===== src/rtl/mcd_pkg.sv =====
`timescale 1ns/1ps
package mcd_pkg;

  // Byte-lane selection produced by the access qualifier
  typedef struct packed {
    logic hi;    // high data lane of the array takes part
    logic lo;    // low data lane of the array takes part
    logic swap;  // odd byte must be moved from high lane to host low lane
  } lane_sel_t;

  localparam int LANES = 2;
  localparam int LANE_LO = 0;
  localparam int LANE_HI = 1;

endpackage


===== src/rtl/mcd_access_qual.sv =====
`timescale 1ns/1ps
module mcd_access_qual
  import mcd_pkg::*;
(
  input  logic      card_en_lo_n,
  input  logic      card_en_hi_n,
  input  logic      host_a0,
  input  logic      attr_sel_n,
  output logic      active,
  output lane_sel_t lanes
);

  logic want_lo;
  logic want_hi;
  logic odd_on_lo;

  // Any card enable in common-memory space starts an array access
  assign active = (~card_en_lo_n | ~card_en_hi_n) & attr_sel_n;

  // Single-byte access through the low enable only
  assign odd_on_lo = ~card_en_lo_n & card_en_hi_n & host_a0;

  always_comb begin
    want_lo = 1'b0;
    want_hi = 1'b0;
    unique case ({card_en_hi_n, card_en_lo_n})
      2'b00: begin want_lo = 1'b1; want_hi = 1'b1; end // word
      2'b10: begin want_lo = ~host_a0; want_hi = host_a0; end // byte via low enable
      2'b01: begin want_hi = 1'b1; end // odd byte via high enable
      default: begin end
    endcase
  end

  assign lanes.lo   = active & want_lo;
  assign lanes.hi   = active & want_hi;
  assign lanes.swap = active & odd_on_lo;

  // r9: a swap is only requested when the high lane carries the byte alone
  always_comb begin
    a_r9_swap_high_only: assert (!lanes.swap || (lanes.hi && !lanes.lo));
  end

endmodule


===== src/rtl/mcd_bank_decode.sv =====
`timescale 1ns/1ps
module mcd_bank_decode #(
  parameter  int BANKS = 8,
  localparam int IDX_W = $clog2(BANKS),
  localparam int SEL_W = IDX_W - 1
) (
  input  logic             active,
  input  logic             mode_single,
  input  logic [SEL_W-1:0] bank_sel,
  input  logic [IDX_W-1:0] bank_addr,
  output logic [BANKS-1:0] bank_ce_n
);

  localparam int SMALL_BANKS = 2 ** SEL_W;

  logic [IDX_W-1:0] idx;

  always_comb begin
    if (mode_single) begin
      idx = bank_addr;
    end else if (bank_sel == '0) begin
      idx = {1'b0, bank_addr[SEL_W-1:0]};
    end else begin
      idx = IDX_W'(SMALL_BANKS) + IDX_W'(bank_sel);
    end
  end

  for (genvar b = 0; b < BANKS; b++) begin : g_bank
    assign bank_ce_n[b] = ~(active && (idx == IDX_W'(b)));
  end

  // r12: never two banks at once
  always_comb begin
    a_r12_single_bank: assert ($onehot0(~bank_ce_n));
  end

endmodule


===== src/rtl/mcd_strobe_gate.sv =====
`timescale 1ns/1ps
module mcd_strobe_gate
  import mcd_pkg::*;
(
  input  lane_sel_t        lanes,
  input  logic             host_oe_n,
  input  logic             host_we_n,
  output logic [LANES-1:0] oe_lane_n,
  output logic [LANES-1:0] we_lane_n
);

  logic [LANES-1:0] lane_en;

  assign lane_en[LANE_LO] = lanes.lo;
  assign lane_en[LANE_HI] = lanes.hi;

  for (genvar l = 0; l < LANES; l++) begin : g_lane
    assign oe_lane_n[l] = ~(lane_en[l] & ~host_oe_n);
    assign we_lane_n[l] = ~(lane_en[l] & ~host_we_n);
  end

endmodule


===== src/rtl/mcd_card_decoder.sv =====
`timescale 1ns/1ps
module mcd_card_decoder
  import mcd_pkg::*;
#(
  parameter  int BANKS = 8,
  localparam int IDX_W = $clog2(BANKS),
  localparam int SEL_W = IDX_W - 1
) (
  input  logic             mode_single,
  input  logic [SEL_W-1:0] bank_sel,
  input  logic [IDX_W-1:0] bank_addr,
  input  logic             card_en_lo_n,
  input  logic             card_en_hi_n,
  input  logic             host_a0,
  input  logic             attr_sel_n,
  input  logic             host_oe_n,
  input  logic             host_we_n,
  output logic [BANKS-1:0] bank_ce_n,
  output logic             oe_hi_n,
  output logic             oe_lo_n,
  output logic             we_hi_n,
  output logic             we_lo_n,
  output logic             lane_swap
);

  localparam int SMALL_BANKS = 2 ** SEL_W;

  logic             active;
  lane_sel_t        lanes;
  logic [LANES-1:0] oe_lane_n;
  logic [LANES-1:0] we_lane_n;

  mcd_access_qual u_qual (
    .card_en_lo_n (card_en_lo_n),
    .card_en_hi_n (card_en_hi_n),
    .host_a0      (host_a0),
    .attr_sel_n   (attr_sel_n),
    .active       (active),
    .lanes        (lanes)
  );

  mcd_bank_decode #(.BANKS(BANKS)) u_bank (
    .active      (active),
    .mode_single (mode_single),
    .bank_sel    (bank_sel),
    .bank_addr   (bank_addr),
    .bank_ce_n   (bank_ce_n)
  );

  mcd_strobe_gate u_gate (
    .lanes     (lanes),
    .host_oe_n (host_oe_n),
    .host_we_n (host_we_n),
    .oe_lane_n (oe_lane_n),
    .we_lane_n (we_lane_n)
  );

  assign oe_hi_n   = oe_lane_n[LANE_HI];
  assign oe_lo_n   = oe_lane_n[LANE_LO];
  assign we_hi_n   = we_lane_n[LANE_HI];
  assign we_lo_n   = we_lane_n[LANE_LO];
  assign lane_swap = lanes.swap;

  // Port-level checks relating host inputs to array-side outputs
  always_comb begin
    if (card_en_lo_n && card_en_hi_n) begin
      a_r1_idle_quiet: assert ((&bank_ce_n) && oe_hi_n && oe_lo_n && we_hi_n && we_lo_n);
    end
    if (!attr_sel_n) begin
      a_r2_attr_blocks: assert ((&bank_ce_n) && oe_hi_n && oe_lo_n && we_hi_n && we_lo_n && !lane_swap);
    end
    if (!mode_single) begin
      a_r6_gap_bank: assert (bank_ce_n[SMALL_BANKS]);
    end
    if (host_oe_n) begin
      a_r11_oe_follows: assert (oe_hi_n && oe_lo_n);
    end
    if (host_we_n) begin
      a_r11_we_follows: assert (we_hi_n && we_lo_n);
    end
    if (lane_swap) begin
      a_r9_low_lane_idle: assert (oe_lo_n && we_lo_n);
    end
  end

endmodule


===== config.mk =====
export PLATFORM = sky130hd
export DESIGN_NAME = mcd_card_decoder
export DESIGN_NICKNAME = d
export VERILOG_FILES = /design/src/rtl/mcd_pkg.sv /design/src/rtl/mcd_access_qual.sv /design/src/rtl/mcd_bank_decode.sv /design/src/rtl/mcd_strobe_gate.sv /design/src/rtl/mcd_card_decoder.sv
export SDC_FILE = /design/constraint.sdc
export NUM_CORES = 1
export LEC_CHECK = 0
export BUFFER_PORTS_ARGS = -buffer_cell sky130_fd_sc_hd__clkbuf_2
export CAP_MARGIN = 20
export CELL_PAD_IN_SITES_DETAIL_PLACEMENT = 0
export CELL_PAD_IN_SITES_GLOBAL_PLACEMENT = 2
export CORE_MARGIN = 4
export CORE_UTILIZATION = 16
export DETAILED_ROUTE_END_ITERATION = 10
export GPL_TIMING_DRIVEN = 0
export PLACE_DENSITY_LB_ADDON = 0.15
export RECOVER_POWER = 100
export SLEW_MARGIN = 5
export SYNTH_ARGS = -nofsm -noshare
export SYNTH_HDL_FRONTEND = slang
export SYNTH_SLANG_ARGS = --single-unit

===== constraint.sdc =====
create_clock -name vclk -period 1.4
set_clock_uncertainty 0.2 [all_clocks]
set_input_delay 0.28 -clock vclk [all_inputs]
set_output_delay 0.28 -clock vclk [all_outputs]
set_load 0.005 [all_outputs]

==> impl_metrics.yaml <==
cells_and_area:
  final_common_cell: "clkbuf_2"
  n_antenna_cell: 0
  final-seq-area_um2: 0
  layout.nets: 72
  most-common-layout-cells: "clkbuf_2, nand2_1, nand2b_1"
  postLayoutCoreUtil: 0.357
  final-instance-count-excl-fill: 73
  num-clock-buffers: 0
  synthToLayoutAreaGrowth_pct: 105
  drive_gt1_frac: 0.672
  seq_cell_count: 0
drt:
  wl_met2_um: 337
  wl_met1_um: 315
  wl_met3_um: 100
  firstDrtPassIters: 4
  drt_wl_total_um: 754
  postRouteAntennaNets: 0
  top_layer: "met3"
  vias: 321
  routedWlPerCell_um: 10.3
  drc_errors: 0
  viasPerCell: 4.40
  drt_iter0_drc: 5
sta:
  fin_crit_sh: 1.07
  finalHoldViolCount: 0
  slew_viol_final: 0
  clock.fmax_mhz: 668
  finalCriticalPeriod_ns: 1.50
  worst_pin_slew_ns: 0.259
  rsz0062_at_grt: "true"
  fin_setup_tns_ns: -0.432
  slew-limit-headroom: 0.828
  setup_violations: 8
  fin_ws_ns: -0.0977
placed_design:
  io_buffers: 25
  placedCellCount: 72
  gp_congestion: 0.609
pwr:
  switching_share: 0.438
  combPwrFrac: 1.000
  power_frac_seq: 0
  p_sw_mw: 0.0537
  power.internal_mw: 0.0688
  power.density_nw_per_um2: 260
  clockPowerShare: 0
  vdd_drop_max_mv: 0.0967
  total_leakage_power_nw: 0.205
logic_synthesis:
  yosysSeqAreaShare: 0
  syn_area_um2: 229
  syn_inst: 32
  yosys_warnings: 0
  synth.distinct_cells: 17
  syn_nets: 44
  post_synth.cell_area_avg_um2: 7.16
grt:
  grt_pass1_vias: 270
  grt_pass1_wl_um: 1130
  grt.overflow.total: 0
  grt_antenna_before_repair: 0
  grtUsageTotal: 0.0678
  grt_max_degree: 8
run_status:
  violations: "negative setup slack"
  outcome: "finished, violations left"
worst_setup_path:
  critPathKind: "input port to primary output"
  setup.worst_path.end_class: "primary output"
  cp_slowest_cell: "o21ba_4"
  start_kind: "input port"
  worst-endpoint-required_ns: 0.92
  crit_fanout: 3
  worstPathArrival_ns: 1.02
  critical-path-max-stage-delay_ns: 0.24
  worstPathCellList: "buf_8, a21bo_4, o21ba_4, nand3_2, clkbuf_2"
floorplanning:
  dieArea_um2: 2100
  die_w_um: 45.8
  start_util: 0.174
  rows: 13
  core_area_um2: 1320
  io_pins: 25
  fp.dieH_um: 45.8
min_path:
  whs_path_depth: 3
  min_to: "lane_swap"
  min-delay-start: "card_en_lo_n"
  min_path_type: "input port to primary output"
clocking:
  holdBufCountCts: 0
flow_run:
  cap_violations: 0
## power by group through the flow
stage / Clock, mW / Sequential (mW) / Combinational (mW)
finish: 0 / 0 / 0.123
global route: 0 / 0 / 0.134
CTS: 0 / 0 / 0.114
detailed placement: 0 / 0 / 0.0926
global placement: 0 / 0 / 0.0938
floorplan: 0 / 0 / 0.0480
## area by class of cell
cell class,instances,area (um^2)
inverters,2,7.51
repair buffers,26,181
multi-input cells,30,263
well taps,15,18.8
fillers,141,847
## worst max path at each step
| stage | from | endpoint | slack [ns] | cells past startpoint |
|---|---|---|---|---|
| 2_1_floorplan | attr_sel_n | bank_ce_n[1] | 0.13 | 3 |
| 6_report | card_en_hi_n | bank_ce_n[1] | -0.1 | 5 |
| 4_1_cts | card_en_lo_n | bank_ce_n[5] | -0.13 | 5 |
| 3_3_place_gp | mode_single | bank_ce_n[1] | -0.17 | 5 |
| 3_5_place_dp | mode_single | bank_ce_n[1] | -0.18 | 5 |
| 5_1_grt | card_en_hi_n | bank_ce_n[1] | -0.13 | 5 |
## synthesized netlist by cell type, drive strengths merged
cell | n | area [um^2]
o21ba | 2 | 26.3
nor3b | 1 | 7.51
nand3b | 1 | 7.51
a2bb2oi | 1 | 8.76
nor2b | 1 | 13.8
nor3 | 3 | 30.0
inv | 2 | 7.51
nand2 | 6 | 22.5
or2 | 2 | 12.5
nand3 | 3 | 20.0
a21bo | 1 | 16.3
o22ai | 2 | 12.5
a21boi | 1 | 7.51
o21ai | 1 | 5.00
nand2b | 5 | 31.3
## layer usage
layer  vias to the layer above  track usage
li1                        166            -
met1                       140       0.0998
met5                         -            0
met4                         0            0
met2                        15        0.117
met3                         0            0
## worst max-delay path: cells and delay by family
family,cells,cell delay [ns]
buffers and inverters,2,0.22
and+or+nand+nor,1,0.05
AOI/OAI and AO/OA,2,0.47
## stage by stage
step           hold slack (ns)  area (um^2)  total power [mW]  worst slack (ns)
2_1_floorplan            0.393          229            0.0480             0.132
3_3_place_gp             0.633          373            0.0938            -0.171
3_5_place_dp             0.631          373            0.0926            -0.184
4_1_cts                  0.612          444             0.114            -0.126
5_1_grt                  0.592          470             0.134            -0.128
6_report                 0.577          470             0.123           -0.0977
## cells by family (layout without fill, tap and decap cells)
kind of cell / after synthesis / in the layout / synth area share
simple gates: 22 / 22 / 0.634
compound gates: 8 / 8 / 0.333
buf+inv: 2 / 28 / 0.0328
## timing repair
| action | 4_1_cts | 5_1_grt |
|---|---|---|
| gates resized for setup | 11 | 12 |
| pin swaps | 8 | 3 |
| setup buffers | 1 | 0 |
| setup endpoints to repair | 12 | 12 |
Note: power is estimated with default switching activity, not from simulation.
